**src/rtl/frac_round_pkg.sv**
```systemverilog
package frac_round_pkg;

  typedef enum logic {
    PATH_PRODUCT = 1'b0,
    PATH_STORE   = 1'b1
  } path_e;

  // Round-to-nearest-even increment decision
  function automatic logic rne_take_up(input logic above_half,
                                       input logic at_half,
                                       input logic kept_lsb);
    return above_half | (at_half & kept_lsb);
  endfunction

endpackage

```
**src/rtl/rne_stage.sv**
```systemverilog
module rne_stage
  import frac_round_pkg::*;
#(
  parameter int KW = 40,
  parameter int DW = 24
) (
  input  logic [KW-1:0] kept,
  input  logic [DW-1:0] disc,
  input  logic          rnd_en,
  output logic [KW-1:0] rounded,
  output logic          carry_sat,
  output logic          inc,
  output logic          tie
);
  localparam logic [DW-1:0] HALF = {1'b1, {(DW-1){1'b0}}};
  localparam logic [KW-1:0] KMAX = {1'b0, {(KW-1){1'b1}}};

  logic above;

  always_comb begin
    above     = disc > HALF;
    tie       = disc == HALF;
    inc       = rnd_en & rne_take_up(above, tie, kept[0]);
    carry_sat = inc & (kept == KMAX);
    rounded   = carry_sat ? KMAX : kept + {{(KW-1){1'b0}}, inc};
  end
endmodule

```
**src/rtl/round_mode_dec.sv**
```systemverilog
module round_mode_dec (
  input  logic path_store,
  input  logic mode_su,
  input  logic mode_fi,
  input  logic mode_rt,
  output logic prod_rnd,
  output logic st32_rnd,
  output logic st16_sel,
  output logic int_store
);
  always_comb begin
    prod_rnd  = !path_store & mode_fi & mode_rt;
    int_store = path_store & !mode_fi;
    st16_sel  = path_store & mode_fi & mode_su;
    st32_rnd  = path_store & mode_fi & !mode_su & mode_rt;
  end
endmodule

```
**src/rtl/frac_round_unit.sv**
```systemverilog
module frac_round_unit
  import frac_round_pkg::*;
#(
  parameter int OPND_W = 32,
  parameter int ACC_W  = 48,
  parameter int EXT_W  = 8
) (
  input  logic                    clk,
  input  logic                    rst,
  input  logic                    in_valid,
  input  logic                    path_store,
  input  logic                    mode_su,
  input  logic                    mode_fi,
  input  logic                    mode_rt,
  input  logic [2*OPND_W-1:0]     operand,
  output logic                    out_valid,
  output logic [OPND_W+EXT_W-1:0] result,
  output logic                    out_ovf
);
  localparam int PROD_W  = 2 * OPND_W;
  localparam int RES_W   = OPND_W + EXT_W;
  localparam int P_DISC  = PROD_W - RES_W;
  localparam int S32_K   = OPND_W;
  localparam int S32_D   = ACC_W - EXT_W - S32_K;
  localparam int S16_K   = OPND_W / 2;
  localparam int S16_D   = ACC_W - EXT_W - S16_K;

  logic prod_rnd, st32_rnd, st16_sel, int_store;

  round_mode_dec u_dec (
    .path_store(path_store), .mode_su(mode_su), .mode_fi(mode_fi), .mode_rt(mode_rt),
    .prod_rnd(prod_rnd), .st32_rnd(st32_rnd), .st16_sel(st16_sel), .int_store(int_store)
  );

  // Named internal events for the checks
  logic [RES_W-1:0] prod_out;
  logic [S32_K-1:0] s32_out;
  logic [S16_K-1:0] s16_out;
  logic prod_sat, prod_inc, prod_tie;
  logic s32_sat, s32_inc, s32_tie;
  logic s16_sat, s16_inc, s16_tie;

  rne_stage #(.KW(RES_W), .DW(P_DISC)) u_prod (
    .kept(operand[PROD_W-1:P_DISC]), .disc(operand[P_DISC-1:0]), .rnd_en(prod_rnd),
    .rounded(prod_out), .carry_sat(prod_sat), .inc(prod_inc), .tie(prod_tie)
  );

  rne_stage #(.KW(S32_K), .DW(S32_D)) u_st32 (
    .kept(operand[S32_D+S32_K-1:S32_D]), .disc(operand[S32_D-1:0]), .rnd_en(st32_rnd),
    .rounded(s32_out), .carry_sat(s32_sat), .inc(s32_inc), .tie(s32_tie)
  );

  rne_stage #(.KW(S16_K), .DW(S16_D)) u_st16 (
    .kept(operand[S16_D+S16_K-1:S16_D]), .disc(operand[S16_D-1:0]), .rnd_en(st16_sel),
    .rounded(s16_out), .carry_sat(s16_sat), .inc(s16_inc), .tie(s16_tie)
  );

  logic [RES_W-1:0] nxt_res;
  logic             nxt_ovf;
  path_e            path;

  always_comb begin
    path = path_e'(path_store);
    if (path == PATH_PRODUCT) begin
      nxt_res = prod_out;
      nxt_ovf = prod_sat;
    end else if (int_store) begin
      nxt_res = mode_su ? {{(RES_W-OPND_W){1'b0}}, operand[OPND_W-1:0]}
                        : {{(RES_W-OPND_W){operand[OPND_W-1]}}, operand[OPND_W-1:0]};
      nxt_ovf = 1'b0;
    end else if (st16_sel) begin
      nxt_res = {{(RES_W-S16_K){s16_out[S16_K-1]}}, s16_out};
      nxt_ovf = s16_sat;
    end else begin
      nxt_res = {{(RES_W-S32_K){s32_out[S32_K-1]}}, s32_out};
      nxt_ovf = s32_sat;
    end
  end

  always_ff @(posedge clk) begin
    if (rst) begin
      out_valid <= 1'b0;
      out_ovf   <= 1'b0;
      result    <= '0;
    end else begin
      out_valid <= in_valid;
      out_ovf   <= nxt_ovf;
      result    <= nxt_res;
    end
  end

  // ---------------- assertions ----------------
  localparam logic [RES_W-1:0] MAX40 = {1'b0, {(RES_W-1){1'b1}}};
  localparam logic [RES_W-1:0] MAX32 = {{(RES_W-S32_K+1){1'b0}}, {(S32_K-1){1'b1}}};
  localparam logic [RES_W-1:0] MAX16 = {{(RES_W-S16_K+1){1'b0}}, {(S16_K-1){1'b1}}};

  assert_valid_rise_R1: assert property (@(posedge clk) disable iff (rst)
    in_valid |=> out_valid);
  assert_valid_fall_R1: assert property (@(posedge clk) disable iff (rst)
    !in_valid |=> !out_valid);
  assert_reset_clear_R1: assert property (@(posedge clk)
    rst |=> (!out_valid && !out_ovf));
  assert_sat_max_R9: assert property (@(posedge clk) disable iff (rst)
    out_ovf |-> (result == MAX40 || result == MAX32 || result == MAX16));
  assert_prod_trunc_R3: assert property (@(posedge clk) disable iff (rst)
    !prod_rnd |-> (prod_out == operand[PROD_W-1:P_DISC] && !prod_sat));
  assert_tie_even_prod_R8: assert property (@(posedge clk) disable iff (rst)
    (prod_tie && !operand[P_DISC]) |-> !prod_inc);
  assert_tie_even_s32_R8: assert property (@(posedge clk) disable iff (rst)
    (s32_tie && !operand[S32_D]) |-> !s32_inc);
  assert_tie_even_s16_R8: assert property (@(posedge clk) disable iff (rst)
    (s16_tie && !operand[S16_D]) |-> !s16_inc);
endmodule

```
**config.mk**
```make
export PLATFORM = sky130hd
export DESIGN_NAME = frac_round_unit
export DESIGN_NICKNAME = d
export VERILOG_FILES = /design/src/rtl/frac_round_pkg.sv /design/src/rtl/rne_stage.sv /design/src/rtl/round_mode_dec.sv /design/src/rtl/frac_round_unit.sv
export SDC_FILE = /design/constraint.sdc
export NUM_CORES = 1
export LEC_CHECK = 0
export ABC_AREA = 1
export BUFFER_PORTS_ARGS = -buffer_cell sky130_fd_sc_hd__buf_4
export CORE_MARGIN = 4
export CORE_UTILIZATION = 25
export CTS_CLUSTER_DIAMETER = 30
export DETAILED_ROUTE_END_ITERATION = 8
export GPL_TIMING_DRIVEN = 0
export PLACE_DENSITY_LB_ADDON = 0.08
export SLEW_MARGIN = 20
export SYNTH_ARGS = -nofsm -noshare
export SYNTH_HDL_FRONTEND = slang
export SYNTH_SLANG_ARGS = --single-unit
```
**constraint.sdc**
```tcl
create_clock -name clk -period 7 [get_ports clk]
set_clock_uncertainty 0.2 [all_clocks]
set_input_delay 1.05 -clock clk [delete_from_list [all_inputs] [get_ports clk]]
set_output_delay 1.05 -clock clk [all_outputs]
set_load 0.05 [all_outputs]
```
# After elaboration in Yosys (flattened, before gate mapping)
# Index checks and enable logic that the tools add are counted.
[classes]
eq_ne = 5
n_reduce_logical = 3
n_bitwise = 17
n_addsub = 3
muxes = 10
order_cmp = 2
[ops]
columns = ["cell", "count"]
rows = [
  ["40-bit two-way mux", 5],
  ["40-bit by 1-bit adder with 40-bit output", 1],
  ["40-bit by 39-bit equality test with 1-bit output (second input constant)", 1],
  ["32-bit by 1-bit adder with 32-bit output", 1],
  ["32-bit by 31-bit equality test with 1-bit output (second input constant)", 1],
  ["32-bit two-way mux", 1],
  ["24-bit equality test (second input constant)", 1],
  ["24-bit > comparator (second input constant)", 1],
  ["16-bit by 1-bit adder with 16-bit output", 1],
  ["16-bit by 15-bit equality test with 1-bit output (second input constant)", 1],
  ["16-bit two-way mux", 1],
  ["1-bit bitwise AND", 15],
  ["8-bit equality test (second input constant)", 1],
  ["8-bit > comparator (second input constant)", 1],
  ["1-bit logical NOT", 3],
  ["1-bit two-way mux", 3],
  ["1-bit bitwise OR", 2],
]
[totals]
out_inout_bits = 42
regBits = 42

# Logic depth before layout (Yosys ltp)
# Gate-level depths: netlist of the first run.
[logic_depth]
word_depth = 9
ltp_mapped = 20
depth_no_buf = 19

# Modules after synthesis
# Synthesis of the first run repeated with hierarchy kept, for this count alone.
[hier_totals]
cells_unflattened = 1023
area_unflattened_um2 = 5749.3
[modules_own_cells]
columns = ["module", "cells_each", "area_each_um2", "n_inst"]
rows = [
  ["frac_round_unit", 276, 2163.3, 1],
  ["rne_stage (u_prod)", 355, 1654.1, 1],
  ["rne_stage (u_st32)", 265, 1297.5, 1],
  ["rne_stage (u_st16)", 118, 600.6, 1],
  ["round_mode_dec", 9, 33.8, 1],
]

# Worst setup path after synthesis of the first run
# OpenSTA, ideal clock, no wires.
[synth_timing]
kind = "in2reg"
startpoint = "in path_store"
endpoint = "reg result[20]"
arrival_ns = 3.374
setup_time_ns = 0.132
slack_ns = 3.293
stages = 18
required_time_ns = 6.668
cell_sequence = "buf_2 > clkinv_1 > nand3_1 > inv_1 > nand3_1 > clkbuf_1 > inv_1 > ha_1 > ha_1 > inv_1 > nor2_2 > nand2_1 > nor2_1 > nand2_1 > xor2_1 > nor2_1 > nor3_1 > a21oi_1"
[synth_via]
elab_chain_len = 9
elab_cells_between_ends = 23
classes_between = "add/sub (3); mux (6); bitwise (13); reduce/logical (1)"
[synth_rtl]
columns = ["element", "line_no", "text"]
rows = [
  ["start: declaration", "frac_round_unit.sv:11", "input logic path_store,"],
  ["1-bit bitwise AND", "round_mode_dec.sv:14, round_mode_dec.sv:15", ""],
  ["1-bit bitwise AND (2 in a row)", "round_mode_dec.sv:15", "st32_rnd = path_store & mode_fi & !mode_su & mode_rt;"],
  ["1-bit bitwise AND", "rne_stage.sv:23", "inc = rnd_en & rne_take_up(above, tie, kept[0]);"],
  ["32-bit by 1-bit adder with 32-bit output or 1-bit bitwise AND (tied branches)", "rne_stage.sv:25, rne_stage.sv:24", ""],
  ["32-bit two-way mux", "rne_stage.sv:25", "rounded = carry_sat ? KMAX : kept + {{(KW-1){1'b0}}, inc};"],
  ["40-bit two-way mux", "frac_round_unit.sv:71", "end else if (st16_sel) begin"],
  ["40-bit two-way mux", "frac_round_unit.sv:67", "end else if (int_store) begin"],
  ["40-bit two-way mux (*)", "frac_round_unit.sv:64", "if (path == PATH_PRODUCT) begin"],
  ["end signal: assignment", "frac_round_unit.sv:88", "result <= nxt_res;"],
  ["end: declaration", "frac_round_unit.sv:17", "output logic [OPND_W+EXT_W-1:0] result,"],
]
# Every way passes the cells marked *; elsewhere a longest branch is shown, timed or not.
# A chain may end at the register's enable or synchronous reset.

# Final worst setup path of the first run
# Same ends and word-level chain as after synthesis.

==> results of run 1 <==
cell families after synthesis:
family | count (synthesis)
and+or+nand+nor | 619
adders and majority gates | 7
AOI/OAI and AO/OA | 102
xor gates and xnor gates | 32
buffers and inverters | 104
DFF | 42
path summary, 6_finish.rpt:
path	slack [ns]	end	cells past startpoint	startpoint
worst max-delay path	1.61	result[20]	18	path_store
worst min-delay path	0.76	out_valid	3	in_valid
report_power, final:
part	switching (mW)	internal, mW	total, mW
Combinational	0.211	0.0924	0.303
Sequential	0.00415	0.256	0.260
Clock	0.101	0.136	0.237
Total	0.316	0.484	0.799
layout by cell type (no fill, tap or decap), types with 2 or more instances in the layout:
cell,instances
nor2_1,167
xor2_1,19
dfxtp_1,42
buf_6,3
nor3_1,11
inv_2,3
xnor2_1,13
nand3b_1,3
clkbuf_16,5
o31ai_1,2
nor3b_1,4
a21oi_1,50
a22o_1,2
ha_1,7
nand3_1,77
o2bb2ai_1,2
buf_4,107
nand4_1,15
inv_6,3
inv_1,71
nand2_2,5
nor2_4,3
nand2_1,314
nor4_1,2
o22ai_1,6
nor2_2,7
and3_1,2
o21ai_0,34
o211ai_1,3
or2_0,3
clkbuf_1,12
buf_2,13
registers in the layout, summed over array words and instances, names as in the netlist:
signal,flops
result,40
out_valid,1
out_ovf,1
area by class of cell:
cell class	instances	share of cell area (%)
plain buffers	29	2.42
clock buffers	5	2.05
clock inverters	3	0.431
inverters	75	4.62
multi-input cells	760	58.1
flip-flops and latches	42	13.8
well taps	260	5.34
repair buffers	107	13.2
through the flow:
| stage | hold slack [ns] | instances |
|---|---|---|
| 2_1_floorplan | 0.957 | 906 |
| 3_3_place_gp | 1.06 | 1273 |
| 3_5_place_dp | 1.06 | 1273 |
| 4_1_cts | 0.758 | 1281 |
| 5_1_grt | 0.783 | 1281 |
| 6_report | 0.762 | 1281 |
tightest hold or removal path, stage by stage:
cell    delay, ns
buf_4        0.07
inv_1        0.03
nor2_1       0.06
routing by layer:
metal | wire (µm) | part of all wire [%] | global-route usage (%)
met2 | 11200 | 43 | 36.4
met3 | 2000 | 7.7 | 3.79
met4 | 612 | 2.4 | 6.26
met5 | 13 | 0.050 | 0
met1 | 12000 | 46 | 33.8
==> impl_results.md, run 1 <==
* Status: finished, final reports clean
* Number of synthesized flops with an enable pin at 0
* FP Rows at 50
* Final setup fails at 0
* Max Clock Freq at 0.186 GHz
* Max-slew violations at 0
* Sequential share of the synthesized area at 17.5%
* Initial cell density of the core at 25.6%
* Worst slew margin at 46.9%
* Chip Width at 147 µm
* Critical path, cell by cell: buf_2 > clkinv_1 > nand3_1 > inv_1 > nand3_1 > clkbuf_1 > inv_1 > ha_1 > ha_1 > inv_1 > nor2_2 > nand2_1 > nor2_1 > nand2_1 > xor2_1 > nor2_1 > nor3_1 > a21oi_1
* Leakage at 2.80 nW
* Yosys warning count at 0
* Setup Buffers After CTS at 0
* 1st-iter DRT viols at 625
* Post-synthesis mux area share at 0%
* CP Buf/Inv Count at 6
* Crit. End Element: flip-flop
* Synth Instances at 906
* Post-CTS Resized at 0
* CP most frequent cell: inv_1
* Clock tree buffer depth at 2
* Synth top area share at 24.5%
* Layout area overhead at 26.6%
* Number of global-route vias before repair at 6163
* Worst path required time at 6.95 ns
* Crit-path leading delay family: simple AND/OR/NAND/NOR gates
* Netlist cell types at 40
* Post-Synth Simple-Gate Area at 54.5%
* Total power at 0.799 mW
* Ratio of cells with drive above 1 in the final layout at 15.2%
* Via/cell ratio at 4.94
* PD cells at 131 nW/µm²
* Synth area leader: nand2_1
* Slew @ Worst Pin at 0.789 ns
* Xor-xnor portion of the synthesized cell area at 5.82%
* Most frequent cell after synthesis: nand2_1
* Hold Path Class: input port to flip-flop
* Largest net degree at the start of global routing at 17
* Synth Area in Compound Gates at 11.4%
* Post-Syn Area per Cell at 5.31 µm²
* RSZ-0062 raised after global routing: no
* CP max stage cell: ha_1
* Area of the die at 21500 µm²
* Critical Path Max Stage Delay at 0.49 ns
* First-pass DRT Iterations at 5
* Max Cap Violations at 0
* DRT Wirelength at 25800 µm
* CTS tree: done
* # nets final at 1098
* Asr flop ratio synth at 0%
* Synth Register Bits at 42
* Core area at 18800 µm²
* Placement Cell Area at 5940 µm²
* Setup crit start kind: input port
* H-tree depth at 2
* GRT Resource Usage Total at 23.5%
* Area contributors post-synth: nand2_1 24%, dfxtp_1 17%, nor2_1 13%
* Drt drc at 0
* Setup slack at placement at 1.49 ns
* Synthesized net count at 984
* Clock sink total at 42
* Reg clk slew, reported paths at 0.06 ns
* Die Y at 147 µm
* Vias at 6326
* Max IR drop VDD at 0.0000763 V
* Finished Core Util at 32.4%
* Post-DP HPWL at 21600 µm
* Final hold vios at 0
* I/O pin cnt at 113
* Final worst-path cycle share at 77.0%
* Setup WS post-layout at 1.61 ns
* Post-synthesis adder-cell area fraction at 1.82%
* Commonest cells post-synth: 314 x nand2_1, 167 x nor2_1, 77 x nand3_1
* Routability cong. at 0.997
* WS Path Type: input port to flip-flop
* Initial antenna violation count at 1
* Final instance area at 6090 µm²
* Minimum clock period at 5.39 ns
* Root Buffer: clkbuf_16
* Critical Path AT at 5.34 ns
* Mapped Area at 4810 µm²
* Final TNS setup at 0 ns
* Worst-path maximum fanout at 10
* Multi-input logic area at 3540 µm²
* Wire length per cell at 20.1 µm
* Antenna viol nets, final at 0
* Number of antenna diodes at 0
* First-pass GRT wire length at 38400 µm
* PortBufs at 107
* Fill cells at 2234
* Top_reg_cell synth: dfxtp_1
* Clock buffer count from CTS at 5
* Post-cts hold buffer count at 0
* Sequential cell area at 841 µm²
* Global route total overflow at 0
* Main combinational cell family by area after synthesis: simple AND/OR/NAND/NOR gates
Power figures use the tool's default switching activity.
==> run 2, diff against run 1 <==
Clock period 7 ns to 4.8 ns, I/O delays scaled along.
==> run 2 against run 1 <==
Compared with the run above: first-iteration DRC count decreased by 1.4%; cell count unchanged; power increased by 46%; die area unchanged; sequential share of layout area about the same; sequential cell count unchanged; worst hold slack got worse by 0.33 ns; clock-buffer cell count unchanged; critical path depth unchanged; global-route usage about the same; non-clock buffer count unchanged; sequential power increased by 46%; largest cell class unchanged.
==> impl_results.md, run 2 (synthesis gave the netlist of run 1 again) <==
* Initial antenna violation count at 1
* Int Pwr at 0.706 mW
* Final TNS setup at 0 ns
* Biggest regs: result: 40 flops, out_ovf: 1 flops, out_valid: 1 flops
* Max Clock Freq at 0.222 GHz
* Crit. End Element: flip-flop
* Routability cong. at 0.997
* Max-slew violations at 0
* Commonest non-fill, non-tap cell in the layout: nand2_1
* Area of the die at 21500 µm²
* Clock buffer count from CTS at 5
* Drt drc at 0
* Leakage at 2.80 nW
* Comb power frac at 37.9%
* Setup Buffers After CTS at 0
* Worst-path maximum fanout at 10
* Placement Cell Area at 5940 µm²
* CP max stage cell: ha_2
* Ratio of cells with drive above 1 in the final layout at 15.5%
* Setup crit start kind: input port
* First-pass GRT wire length at 38500 µm
* Via/cell ratio at 4.98
* PD cells at 191 nW/µm²
* Worst path required time at 4.75 ns
* Antenna viol nets, final at 0
* Vias at 6380
* Total power at 1.17 mW
* Seq pwr share at 32.4%
* Worst slew margin at 49.6%
* Final worst-path cycle share at 93.8%
* Final setup fails at 0
* Setup WS post-layout at 0.296 ns
* Setup slack at placement at -0.379 ns
* Number of antenna diodes at 0
* First-pass DRT Iterations at 5
* WS Path Type: input port to flip-flop
* Switching Fraction at 39.5%
* Slew @ Worst Pin at 0.749 ns
* Hold_sp: in_valid
* 1st-iter DRT viols at 616
* Critical path, cell by cell: buf_2 > clkinv_1 > nand3_1 > inv_1 > nand3_1 > clkbuf_1 > inv_1 > ha_2 > ha_2 > inv_1 > nor2_4 > nand2_1 > nor2_1 > nand2_1 > nor2_1 > xor2_1 > a21oi_1 > a21oi_1
* Minimum clock period at 4.50 ns
* Final hold vios at 0
* Root Buffer: clkbuf_16
* PortBufs at 107
* Final instance area at 6100 µm²
* I/O pin cnt at 113
* GRT Resource Usage Total at 23.5%
* Worst Hold End: out_valid
* Reg clk slew, reported paths at 0.06 ns
* Post-DP HPWL at 21600 µm
* Number of global-route vias before repair at 6169
* Critical Path AT at 4.45 ns
* Max Cap Violations at 0
* Core area at 18800 µm²
* Max IR drop VDD at 0.000111 V
* Status: finished, final reports clean
* FP Rows at 50
* CTS tree: done
* Initial cell density of the core at 25.6%
* Hold-critical path depth at 3
* Chip Width at 147 µm
* H-tree depth at 2
* Die Y at 147 µm
* Largest net degree at the start of global routing at 17
* Layout area overhead at 26.9%
* Clock sink total at 42
* Wire length per cell at 20.1 µm
* Max reg flops at 40
* CP most frequent cell: inv_1
* Placed instance count at 1273
* Hold Path Class: input port to flip-flop
* Top reg by flops: result
* Most frequent cells in the layout: 314 x nand2_1, 166 x nor2_1, 107 x buf_4
* DRT Wirelength at 25800 µm
* Clock share of power at 29.6%
* Critical Path Max Stage Delay at 0.35 ns
* Filler-free cell count of the finished design at 1281
* RSZ-0062 raised after global routing: no
* Clock tree buffer depth at 2
* Net Sw Power at 0.462 mW
* Global route total overflow at 0
* # nets final at 1098
run 2: power by group through the flow:
stage	combinational, mW	clock, mW	sequential [mW]
2_1_floorplan	0.157	0	0.472
4_1_cts	0.437	0.357	0.379
6_report	0.443	0.346	0.379
5_1_grt	0.475	0.372	0.382
3_3_place_gp	0.439	0	0.387
3_5_place_dp	0.435	0	0.387
run 2: per-layer routing:
metal	part of all wire (%)	track usage (%)	vias to the layer above
met4	2.0	6.26	2
met3	8.4	3.79	39
li1	-	-	3124
met5	0.050	0	-
met1	46	33.8	2921
met2	44	36.4	294
run 2: final cells by class:
| class | count | area, µm² |
|---|---|---|
| clock buffers | 5 | 125 |
| inverters | 75 | 282 |
| plain buffers | 29 | 148 |
| fillers | 2229 | 12700 |
| repair buffers | 107 | 803 |
| multi-input cells | 760 | 3550 |
| flip-flops and latches | 42 | 841 |
| clock inverters | 3 | 26.3 |
| well taps | 260 | 325 |
run 2: how the worst max path moves through the flow:
stage / start / to / slack (ns) / cells past startpoint
floorplan: path_store / result[20] / 1.42 / 18
global placement: path_store / result[20] / -0.45 / 18
detailed placement: path_store / result[20] / -0.38 / 18
CTS: path_store / result[20] / 0.08 / 18
global route: path_store / result[20] / 0.13 / 18
finish: path_store / result[18] / 0.30 / 18
run 2: per-stage QoR:
stage	hold WS [ns]	util (%)
finish	0.433	32.4
detailed placement	0.729	31.5
global placement	0.729	31.5
floorplan	0.627	-
global route	0.453	32.4
CTS	0.428	32.4
run 2: repair_timing:
item	4_1_cts	5_1_grt
setup endpoints to repair	1	6
pin swaps	0	0
resized for setup	1	3
hold buffers	0	0
run 2: worst max-delay path, delay by kind of cell:
family,cells,cell delay (ns)
AO/OA/AOI/OAI,2,0.41
XOR/XNOR,1,0.08
adder cells (fa/ha/maj),2,0.70
buffers and inverters,6,1.13
AND/OR/NAND/NOR,7,1.39
==> run 3, diff against run 2 <==
Settings changed: BUFFER_PORTS_ARGS -buffer_cell sky130_fd_sc_hd__buf_4 to default, DONT_BUFFER_PORTS from default to 1, SLEW_MARGIN 20 to 10, SYNTH_HIERARCHICAL from default to 1.
==> run 3 against run 2 <==
Compared with the run above: combinational power is 41% lower; power is 3.0% lower; via count down 2.3%; wire length is 3.8% lower; critical path depth rose by 2; synthesized cell count is 12% higher; sequential power up 26%; non-clock buffer count decreased by 107; critical path type unchanged; critical endpoint is now result[28]; largest power group is now registers.
==> impl_results.md, run 3 <==
* Status: finished, final reports clean
* CTS tree: done
* Area of the die at 25400 µm²
* Critical Path AT at 3.27 ns
* Top reg by flops: result
* Post-cts hold buffer count at 0
* Post-DP HPWL at 20300 µm
* Final worst-path cycle share at 68.6%
* Die Y at 159 µm
* 1st-iter DRT viols at 369
* Biggest regs: result: 40 flops, out_ovf: 1 flops, out_valid: 1 flops
* Chip Width at 159 µm
* Most frequent cells in the layout: 320 x nand2_1, 169 x nor2_1, 116 x inv_1
* Commonest non-fill, non-tap cell in the layout: nand2_1
* Final setup fails at 0
* Max Clock Freq at 0.304 GHz
* Clock buffer count from CTS at 5
* Post-Syn Area per Cell at 5.62 µm²
* Final instance area at 6250 µm²
* Worst-path maximum fanout at 8
* Global route total overflow at 0
* Worst path required time at 4.77 ns
* Antenna viol nets, final at 0
* Routability cong. at 0.839
* First-pass DRT Iterations at 5
* Placement Cell Area at 6080 µm²
* Post-CTS Resized at 0
* # nets final at 1106
* Reg clk slew, reported paths at 0.06 ns
* Core area at 22600 µm²
* Critical path, cell by cell: inv_1 > nor2_1 > nand2_1 > nor2_1 > nand3_1 > nor2_1 > nor2_1 > ha_1 > ha_1 > inv_1 > nor2_2 > nand2_1 > nor2_2 > nand2_2 > nor2_1 > nand2_1 > nand2_1 > nand2_2 > o221ai_1 > nor2_1
* Critical Path Max Stage Delay at 0.34 ns
* Initial cell density of the core at 25.4%
* Total power at 1.13 mW
* Slew @ Worst Pin at 0.557 ns
* Max-slew violations at 0
* Drt drc at 0
* I/O pin cnt at 113
* Crit. End Element: flip-flop
* WS Path Type: input port to flip-flop
* Yosys warning count at 6
* Largest net degree at the start of global routing at 16
* CP max stage cell: nor2_2
* Ratio of cells with drive above 1 in the final layout at 13.2%
* Leakage at 2.88 nW
* GRT Resource Usage Total at 19.1%
* Max Cap Violations at 0
* DRT Wirelength at 24800 µm
* CP most frequent cell: nor2_1
* Root Buffer: clkbuf_16
* Final hold vios at 0
* PortBufs at 0
* Max IR drop VDD at 0.000124 V
* Minimum clock period at 3.29 ns
* Worst slew margin at 62.7%
* First-pass GRT wire length at 37700 µm
* H-tree depth at 2
* PD cells at 181 nW/µm²
* Hold Path Class: input port to flip-flop
* Vias at 6235
* Mapped Area at 5730 µm²
* Setup Buffers After CTS at 0
* Clock tree buffer depth at 2
* Initial antenna violation count at 0
* FP Rows at 55
* Via/cell ratio at 4.75
* Synthesized net count at 1099
* RSZ-0062 raised after global routing: no
* Wire length per cell at 18.9 µm
* Setup crit start kind: input port
* Number of global-route vias before repair at 6134
* Number of antenna diodes at 0
* Clock sink total at 42
* Synth Instances at 1019
* Max reg flops at 40
* Layout area overhead at 9.11%
* Final TNS setup at 0 ns
==> run 3: area by class of cell <==
type	instances	area, µm²
Buffer	29	216
Sequential cell	42	841
Fill cell	2700	16300
Tap cell	285	357
Clock buffer	5	125
Inverter	124	472
Clock inverter	3	40.0
Multi-Input combinational cell	824	4200
==> run 3: critical path, delay by kind of cell <==
family | cells | cell delay (ns)
buffers and inverters | 2 | 0.09
AND/OR/NAND/NOR | 15 | 1.83
adder cells (fa/ha/maj) | 2 | 0.43
AO/OA/AOI/OAI | 1 | 0.17
==> run 3: path summary, 6_finish.rpt <==
check | start | end | slack [ns] | cells past startpoint
max | operand[23] | result[28] | 1.51 | 20
min | in_valid | out_valid | 0.33 | 2
==> run 3: layer usage <==
metal / routed length (µm) / track usage, % / share of wire [%]
met1: 12100 / 27.0 / 49
met5: 0 / 0 / 0
met3: 1410 / 4.17 / 5.7
met2: 11100 / 30.8 / 45
met4: 195 / 2.49 / 0.79
==> run 3: per-stage QoR <==
stage	setup slack, ns	hold slack (ns)	util [%]	instances
after global routing	1.26	0.337	27.7	1312
after detailed placement	1.23	0.632	27.0	1304
after CTS	1.52	0.321	27.7	1312
after global placement	1.22	0.632	27.0	1304
final	1.51	0.331	27.7	1312
after floorplan	1.99	0.627	-	1019
==> run 3: report_power, final <==
part	switching [mW]	internal, mW
Clock	0.151	0.244
Sequential	0.102	0.375
Combinational	0.161	0.100
